$ cat config.mk
export PLATFORM = sky130hd
export DESIGN_NAME = pwr_mode_seq
export DESIGN_NICKNAME = d
export VERILOG_FILES = /design/src/rtl/pwr_mode_pkg.sv /design/src/rtl/pwr_wake_merge.sv /design/src/rtl/pwr_relock_cnt.sv /design/src/rtl/pwr_state_fsm.sv /design/src/rtl/pwr_mode_seq.sv
export SDC_FILE = /design/constraint.sdc
export NUM_CORES = 1
export LEC_CHECK = 0
export BUFFER_PORTS_ARGS = -buffer_cell sky130_fd_sc_hd__buf_2
export CAP_MARGIN = 20
export CORE_AREA = 2 2 39 41
export CTS_CLUSTER_DIAMETER = 100
export CTS_CLUSTER_SIZE = 14
export DETAILED_ROUTE_END_ITERATION = 8
export DIE_AREA = 0 0 41 43
export GPL_TIMING_DRIVEN = 0
export PLACE_DENSITY = 0.61
export SETUP_SLACK_MARGIN = 0.05
export SYNTH_ARGS = -nofsm -noshare
export SYNTH_HDL_FRONTEND = slang
export SYNTH_SLANG_ARGS = --single-unit
$ cat constraint.sdc
create_clock -name clk -period 2.2 [get_ports clk]
set_input_delay 0.11 -clock clk [delete_from_list [all_inputs] [get_ports clk]]
set_output_delay 0.11 -clock clk [all_outputs]
set_load 0.05 [all_outputs]
$ cat src/rtl/pwr_mode_pkg.sv
package pwr_mode_pkg;

  typedef enum logic [2:0] {
    PS_FULL  = 3'd0,
    PS_DOZE  = 3'd1,
    PS_NAP   = 3'd2,
    PS_SLEEP = 3'd3,
    PS_DEEP  = 3'd4
  } pstate_e;

  typedef struct packed {
    logic qreq;
    logic clk_gate;
    logic pll_off;
  } pctl_t;

  // Output enables as a function of the state and the relock phase.
  function automatic pctl_t decode_ctl(pstate_e s, logic relocking);
    pctl_t c;
    c.qreq     = (s != PS_FULL);
    c.clk_gate = (s == PS_NAP) || (s == PS_SLEEP) || (s == PS_DEEP);
    c.pll_off  = (s == PS_DEEP) && !relocking;
    return c;
  endfunction

endpackage

$ cat src/rtl/pwr_wake_merge.sv
module pwr_wake_merge #(
  parameter int N_WAKE = 5
) (
  input  logic [N_WAKE-1:0] lines,
  output logic              any_wake
);
  logic [N_WAKE:0] chain;

  assign chain[0] = 1'b0;
  for (genvar i = 0; i < N_WAKE; i++) begin : g_or
    assign chain[i+1] = chain[i] | lines[i];
  end
  assign any_wake = chain[N_WAKE];
endmodule

$ cat src/rtl/pwr_relock_cnt.sv
module pwr_relock_cnt #(
  parameter int CYCLES = 16
) (
  input  logic clk,
  input  logic rst_n,
  input  logic start,
  output logic busy,
  output logic done
);
  localparam int CW = (CYCLES > 2) ? $clog2(CYCLES) : 1;
  localparam logic [CW-1:0] LAST = CW'(CYCLES - 1);

  logic [CW-1:0] cnt;

  assign done = busy && (cnt == LAST);

  always_ff @(posedge clk or negedge rst_n) begin
    if (!rst_n) begin
      busy <= 1'b0;
      cnt  <= '0;
    end else if (done) begin
      busy <= 1'b0;
      cnt  <= '0;
    end else if (start && !busy) begin
      busy <= 1'b1;
      cnt  <= '0;
    end else if (busy) begin
      cnt <= cnt + 1'b1;
    end
  end
endmodule

$ cat src/rtl/pwr_state_fsm.sv
module pwr_state_fsm
  import pwr_mode_pkg::*;
#(
  parameter int            PLL_W        = 4,
  parameter logic [PLL_W-1:0] PLL_OFF_CODE = '1
) (
  input  logic             clk,
  input  logic             rst_n,
  input  logic             nap_req,
  input  logic             sleep_req,
  input  logic             core_idle,
  input  logic             qack,
  input  logic             wake,
  input  logic [PLL_W-1:0] pll_cfg,
  input  logic             relock_busy,
  input  logic             relock_done,
  output pstate_e          state,
  output logic             relock_start
);
  pstate_e nxt;
  logic    want_low;
  logic    pll_stop;

  assign want_low = (nap_req || sleep_req) && core_idle;
  assign pll_stop = (pll_cfg == PLL_OFF_CODE);

  always_comb begin
    nxt          = state;
    relock_start = 1'b0;
    unique case (state)
      PS_FULL:  if (want_low) nxt = PS_DOZE;
      PS_DOZE: begin
        if (wake)                    nxt = PS_FULL;
        else if (qack && sleep_req)  nxt = PS_SLEEP;
        else if (qack && nap_req)    nxt = PS_NAP;
      end
      PS_NAP: begin
        if (wake)       nxt = PS_FULL;
        else if (!qack) nxt = PS_DOZE;
      end
      PS_SLEEP: begin
        if (wake)          nxt = PS_FULL;
        else if (pll_stop) nxt = PS_DEEP;
      end
      PS_DEEP: begin
        if (relock_done)               nxt = PS_FULL;
        else if (wake && !relock_busy) relock_start = 1'b1;
      end
      default: nxt = PS_FULL;
    endcase
  end

  always_ff @(posedge clk or negedge rst_n) begin
    if (!rst_n) state <= PS_FULL;
    else        state <= nxt;
  end
endmodule

$ cat src/rtl/pwr_mode_seq.sv
module pwr_mode_seq
  import pwr_mode_pkg::*;
#(
  parameter int               N_WAKE       = 5,
  parameter int               PLL_W        = 4,
  parameter logic [PLL_W-1:0] PLL_OFF_CODE = '1,
  parameter int               RELOCK       = 16
) (
  input  logic              clk,
  input  logic              hrst_n,
  input  logic              nap_req,
  input  logic              sleep_req,
  input  logic              core_idle,
  input  logic              qack,
  input  logic [N_WAKE-1:0] wake,
  input  logic [PLL_W-1:0]  pll_cfg,
  output logic [2:0]        pstate,
  output logic              qreq,
  output logic              clk_gate,
  output logic              pll_off
);
  // Named internal events, visible to the bound checker.
  logic    wake_any;
  logic    relock_start;
  logic    relock_busy;
  logic    relock_done;
  pstate_e state;
  pctl_t   ctl;

  pwr_wake_merge #(.N_WAKE(N_WAKE)) u_wake (
    .lines    (wake),
    .any_wake (wake_any)
  );

  pwr_relock_cnt #(.CYCLES(RELOCK)) u_relock (
    .clk   (clk),
    .rst_n (hrst_n),
    .start (relock_start),
    .busy  (relock_busy),
    .done  (relock_done)
  );

  pwr_state_fsm #(.PLL_W(PLL_W), .PLL_OFF_CODE(PLL_OFF_CODE)) u_fsm (
    .clk          (clk),
    .rst_n        (hrst_n),
    .nap_req      (nap_req),
    .sleep_req    (sleep_req),
    .core_idle    (core_idle),
    .qack         (qack),
    .wake         (wake_any),
    .pll_cfg      (pll_cfg),
    .relock_busy  (relock_busy),
    .relock_done  (relock_done),
    .state        (state),
    .relock_start (relock_start)
  );

  assign ctl      = decode_ctl(state, relock_busy);
  assign pstate   = state;
  assign qreq     = ctl.qreq;
  assign clk_gate = ctl.clk_gate;
  assign pll_off  = ctl.pll_off;
endmodule

# Word level (Yosys, flattened, before mapping)

Index checks and enable logic that the tools add are counted.

Bits in read-only memories: 0
Input bits: 15
Memory bits (writable): 0
Latch bits: 0
Logic and storage cells: 53
Register bits: 8
Memories kept: 0
Output and inout port bits: 6

$add $sub $neg: 1
Mux-type cells: 18
$lt $le $gt $ge: 0
Reductions and logical operators: 16
Shift-type cells: 0
Div/mod/pow operators: 0
Eq/ne operators: 11
Multiply operators: 0
Bitwise logic cells: 4

Operators with widths:

| operator                                                                 | count |
|---|---|
| 3-bit two-way mux                                                        | 9 |
| 3-bit case mux with 5 select lines                                       | 1 |
| 4-bit two-way mux                                                        | 3 |
| 4-bit equality test (second input constant)                              | 2 |
| 1-bit logical AND                                                        | 7 |
| 3-bit by 2-bit equality test with 1-bit output (second input constant)   | 2 |
| 3-bit nonzero test                                                       | 2 |
| 1-bit two-way mux                                                        | 5 |
| 5-bit AND reduction                                                      | 1 |
| 4-bit by 1-bit adder with 4-bit output (second input constant)           | 1 |
| 4-bit by 1-bit inequality test with 1-bit output (second input constant) | 1 |
| 1-bit bitwise OR                                                         | 4 |
| 3-bit by 1-bit equality test with 1-bit output (second input constant)   | 1 |
| 3-bit equality test (second input constant)                              | 1 |
| 3-bit logical NOT                                                        | 1 |
| 1-bit logical OR                                                         | 3 |
| 3-bit by 1-bit inequality test with 1-bit output (second input constant) | 1 |
| 3-bit by 2-bit inequality test with 1-bit output (second input constant) | 1 |
| 2-bit by 1-bit inequality test with 1-bit output (second input constant) | 1 |
| 2-bit inequality test (second input constant)                            | 1 |
| 2-bit nonzero test                                                       | 1 |
| 1-bit logical NOT                                                        | 1 |

# Longest topological paths before layout

Depth in word-level cells: 11
Depth in mapped cells: 5
Mapped depth without buffers: 5

# Cells and area by module

Synthesis repeated with hierarchy kept, for this count alone.

Cell total of the unflattened synthesis: 61
Area, all modules: 520.5 µm²

Modules (own cells, without submodules):

| module         | cells each | times used | area each (µm²) | sequential area each (µm²) |
|---|---|---|---|---|
| pwr_relock_cnt | 24         | 1          | 242.7           | 125.1 |
| pwr_state_fsm  | 29         | 1          | 236.5           | 75.1 |
| pwr_mode_seq   | 5          | 1          | 28.8            | 0.0 |
| pwr_wake_merge | 3          | 1          | 12.5            | 0.0 |

# Worst setup path before layout

Ideal clock, no wire load.

Path type: flip-flop to output port
Start: register u_fsm.state[2]
End: output clk_gate
Data arrival time: 1.918 ns
Data required time: 2.090 ns
Cell stages (with the launch flop): 3
Path slack: 0.172 ns
Path buffers: 1
Cell sequence: dfrtp_1 -> clkbuf_1 -> o21ai_0

Longest elaborated chain between the ends: 3
Elaborated cells between the ends (all ways): 5
Classes of those cells: eq/ne: 3; reduce/logical: 2

Ends and longest elaborated chain:

| item                                           | line                | RTL |
|---|---|---|
| start, declared                                | pwr_state_fsm.sv:17 | `output pstate_e state,` |
| start signal, assigned                         | pwr_state_fsm.sv:55 | `else state <= nxt;` |
| 3-bit by 2-bit equality test with 1-bit output | pwr_mode_pkg.sv:21  | `c.clk_gate = (s == PS_NAP) \|\| (s == PS_SLEEP) \|\| (s == PS_DEEP);` |
| 1-bit logical OR                               | pwr_mode_pkg.sv:21  |  |
| 1-bit logical OR (*)                           | pwr_mode_pkg.sv:21  |  |
| end, declared                                  | pwr_mode_seq.sv:19  | `output logic clk_gate,` |

Every way passes the cells marked *; elsewhere a longest branch is shown, timed or not.

# Final worst setup path

Ends and elaborated chain as after synthesis.

==> out/summary.txt <==
status: finished clean
Mean Syn Cell Area: 8.990 um2
Yosys warnings: 0
FF-to-FF path depth: 4
antenna violations before repair: 0
wire length per cell: 11.30 um
GPL Wtd Cong: 0.7024
Die H: 43 um
num rows: 14
CP max stage delay: 360 ps
Routed WL: 1062 um
fmax: 660.1 MHz
Worst-Skew Late Latency: 250 ps
Worst Path Arrival: 1410 ps
RSZ-0062 raised after global routing: no
Residual DRC: 0
Sw Ratio: 42.83%
CP max stage cell: dfrtp_1
cts bufs inserted: 3
Initial Util: 35.08%
Initial DRT Pass Iterations: 4
combinational share of power: 45.9%
Hold Buf Count CTS: 1
CP Launch Type: flip-flop
endpoints failing setup: 0
total number of vias: 505
htree depth: 1
Core ar.: 1384 um2
crit path capture type: output pin
total of max-cap violations: 0
post-synthesis sequential area ratio: 41.24%
port buffer count: 20
Int Pwr: 0.0004043 W
PwrDens: 1108 nW/um2
minimum clock period: 1515 ps
final non-filler cell total: 94
Post-Syn Area: 485.5 um2
cell area after layout: 638.1 um2
fraction of layout cells with a size suffix above 1: 33.33%
reg2reg end: u_fsm.state[0]
ANT nets after route: 0
critical path type: flip-flop to output pin
postcts setup bufs: 0
nets: 96
DP HPWL: 822.3 um
hold crit path type: input port to flip-flop
Distinct cells, synth: 25
Critical Path RT: 2090 ps
Placed Cells: 90
Die Wd: 41 um
FF+latch count, synth: 8
CTS-repair resized insts: 0
WHS Path Cells: 5
fin crit share: 68.86%
Clock Power Share: 15.3%
Hold EP: u_fsm.state[2]
syn_nets: 70
most common cell after layout, fill and taps aside: buf_2
worst path cell trace: clkbuf_1 > nand2_1 > o21ai_0 > buf_2
Reg clk slew, reported paths: 50 ps
Max-Slew Margin vs Limit: 69.58%
Min-Delay Startpoint: pll_cfg[0]
Initial DRC Count: 4
most frequent cells in the layout: buf_2 (20), dfrtp_1 (8), nor2_1 (7)
Layout area overhead: 31.44%
reg2reg start: u_fsm.state[1]
Sink Count: 8
Slew Limit Fails: 0
Psw: 0.0003029 W
Root Driver: clkbuf_4
worst slew pin tran: 454.2 ps
CP max FO: 10
Leak: 0.3138 nW
placed inst area: 605.6 um2
I/O Pins: 21
grt ovf: 0
Clock Skew: 3.618 ps
TritonCTS clock tree: done
vias in the first global route: 453
first-pass GRT wire length: 1800 um
Fin. Hold Viols: 0
worst vdd ir: 735.6 uV
Seq pwr share: 38.8%
largest net degree at the start of global routing: 11
antenna fix cells: 0
Die Footprint: 1763 um2
gr usage total: 14.93%
Max Root-Sink Buffers: 2
Reg2Reg Setup Slack: 750 ps
cell count after synthesis: 54
Vias per Instance: 5.372
setup TNS: 0 ps
## synthesized netlist by cell type
cell type | instances | area, um2
or4_4 | 1 | 11.26
a31oi_1 | 2 | 12.51
nor4b_1 | 1 | 8.760
nor3_1 | 1 | 5.000
xor2_1 | 1 | 8.760
ha_1 | 1 | 12.51
nand2_1 | 4 | 15.01
nor3_4 | 1 | 16.27
nand2b_1 | 1 | 6.260
o22a_1 | 1 | 8.760
or3_1 | 2 | 12.51
a2bb2oi_1 | 1 | 8.760
inv_1 | 2 | 7.510
a41oi_1 | 1 | 8.760
o21ai_0 | 5 | 25.02
nand3_1 | 4 | 20.02
a32o_1 | 1 | 10.01
clkbuf_1 | 1 | 3.750
nand2_2 | 1 | 6.260
nand4_1 | 2 | 12.51
nor2b_1 | 1 | 6.260
nor2_1 | 7 | 26.28
o31ai_1 | 2 | 15.01
dfrtp_1 | 8 | 200.2
a22o_1 | 2 | 17.52
## worst max-delay path: cells and delay by family (launching register included)
| kind | cells | cell delay [ps] |
|---|---|---|
| buffers and inverters | 2 | 590 |
| flip-flops | 1 | 360 |
| AND/OR/NAND/NOR | 1 | 110 |
| AO/OA/AOI/OAI | 1 | 80 |
## worst max path at each step
| stage | slack, ps | start | cells past startpoint | to |
|---|---|---|---|---|
| 6_report | 680 | u_fsm.state[2] | 4 | clk_gate |
| 5_1_grt | 550 | u_fsm.state[2] | 4 | clk_gate |
| 4_1_cts | 670 | u_fsm.state[2] | 4 | clk_gate |
| 3_5_place_dp | 760 | u_fsm.state[1] | 4 | u_fsm.state[0] |
| 3_3_place_gp | 770 | u_fsm.state[1] | 4 | u_fsm.state[0] |
| 2_1_floorplan | 170 | u_fsm.state[2] | 2 | clk_gate |
## power groups by stage
stage | Sequential, W | Combinational [W] | Clock (W)
2_1_floorplan | 0.000294 | 0.000226 | 0
3_3_place_gp | 0.000276 | 0.000322 | 0
3_5_place_dp | 0.000278 | 0.000324 | 0
4_1_cts | 0.000276 | 0.000328 | 0.000114
5_1_grt | 0.000286 | 0.000360 | 0.000119
6_report | 0.000274 | 0.000324 | 0.000109
## area by class of cell
class | instances | area [um2]
fill | 140 | 745.7
multi-input combinational | 43 | 274.0
sequential | 8 | 200.2
timing repair buffer | 21 | 110.1
clock buffer | 3 | 22.52
tap | 16 | 20.02
inverter | 2 | 7.507
buffer | 1 | 3.754
## layer usage
layer / track usage [%] / up-vias / part of all wire (%)
met5: 0 / - / 0
met4: 10.00 / 0 / 2.1
met3: 1.571 / 2 / 5.4
met2: 22.19 / 19 / 46
met1: 19.28 / 227 / 46
li1: - / 257 / -
## flip-flops by register name (all words and copies together), names as in the netlist
name           cells
u_relock.cnt       4
u_fsm.state        3
u_relock.busy      1
## cell families (layout without fill, tap and decap cells)
group / Yosys count / in the layout / synth area share, %
AND/OR/NAND/NOR: 26 / 26 / 30.16
AO/OA/AOI/OAI: 15 / 15 / 21.91
flip-flops: 8 / 8 / 41.24
buffers and inverters: 3 / 27 / 2.319
adder cells (fa/ha/maj): 1 / 1 / 2.577
XOR/XNOR: 1 / 1 / 1.804
## through the flow
| stage | hold WS, ps | power (W) | util [%] | worst slack, ps |
|---|---|---|---|---|
| 3_3_place_gp | -37.68 | 0.0005981 | 43.76 | 766.0 |
| 5_1_grt | 250.4 | 0.0007657 | 46.11 | 550.6 |
| 6_report | 220.0 | 0.0007072 | 46.11 | 685.0 |
| 2_1_floorplan | -185.6 | 0.0005202 | - | 171.6 |
| 4_1_cts | 216.9 | 0.0007182 | 46.11 | 665.8 |
| 3_5_place_dp | -35.46 | 0.0006015 | 43.76 | 756.9 |
(Power assumes the default switching activity.)
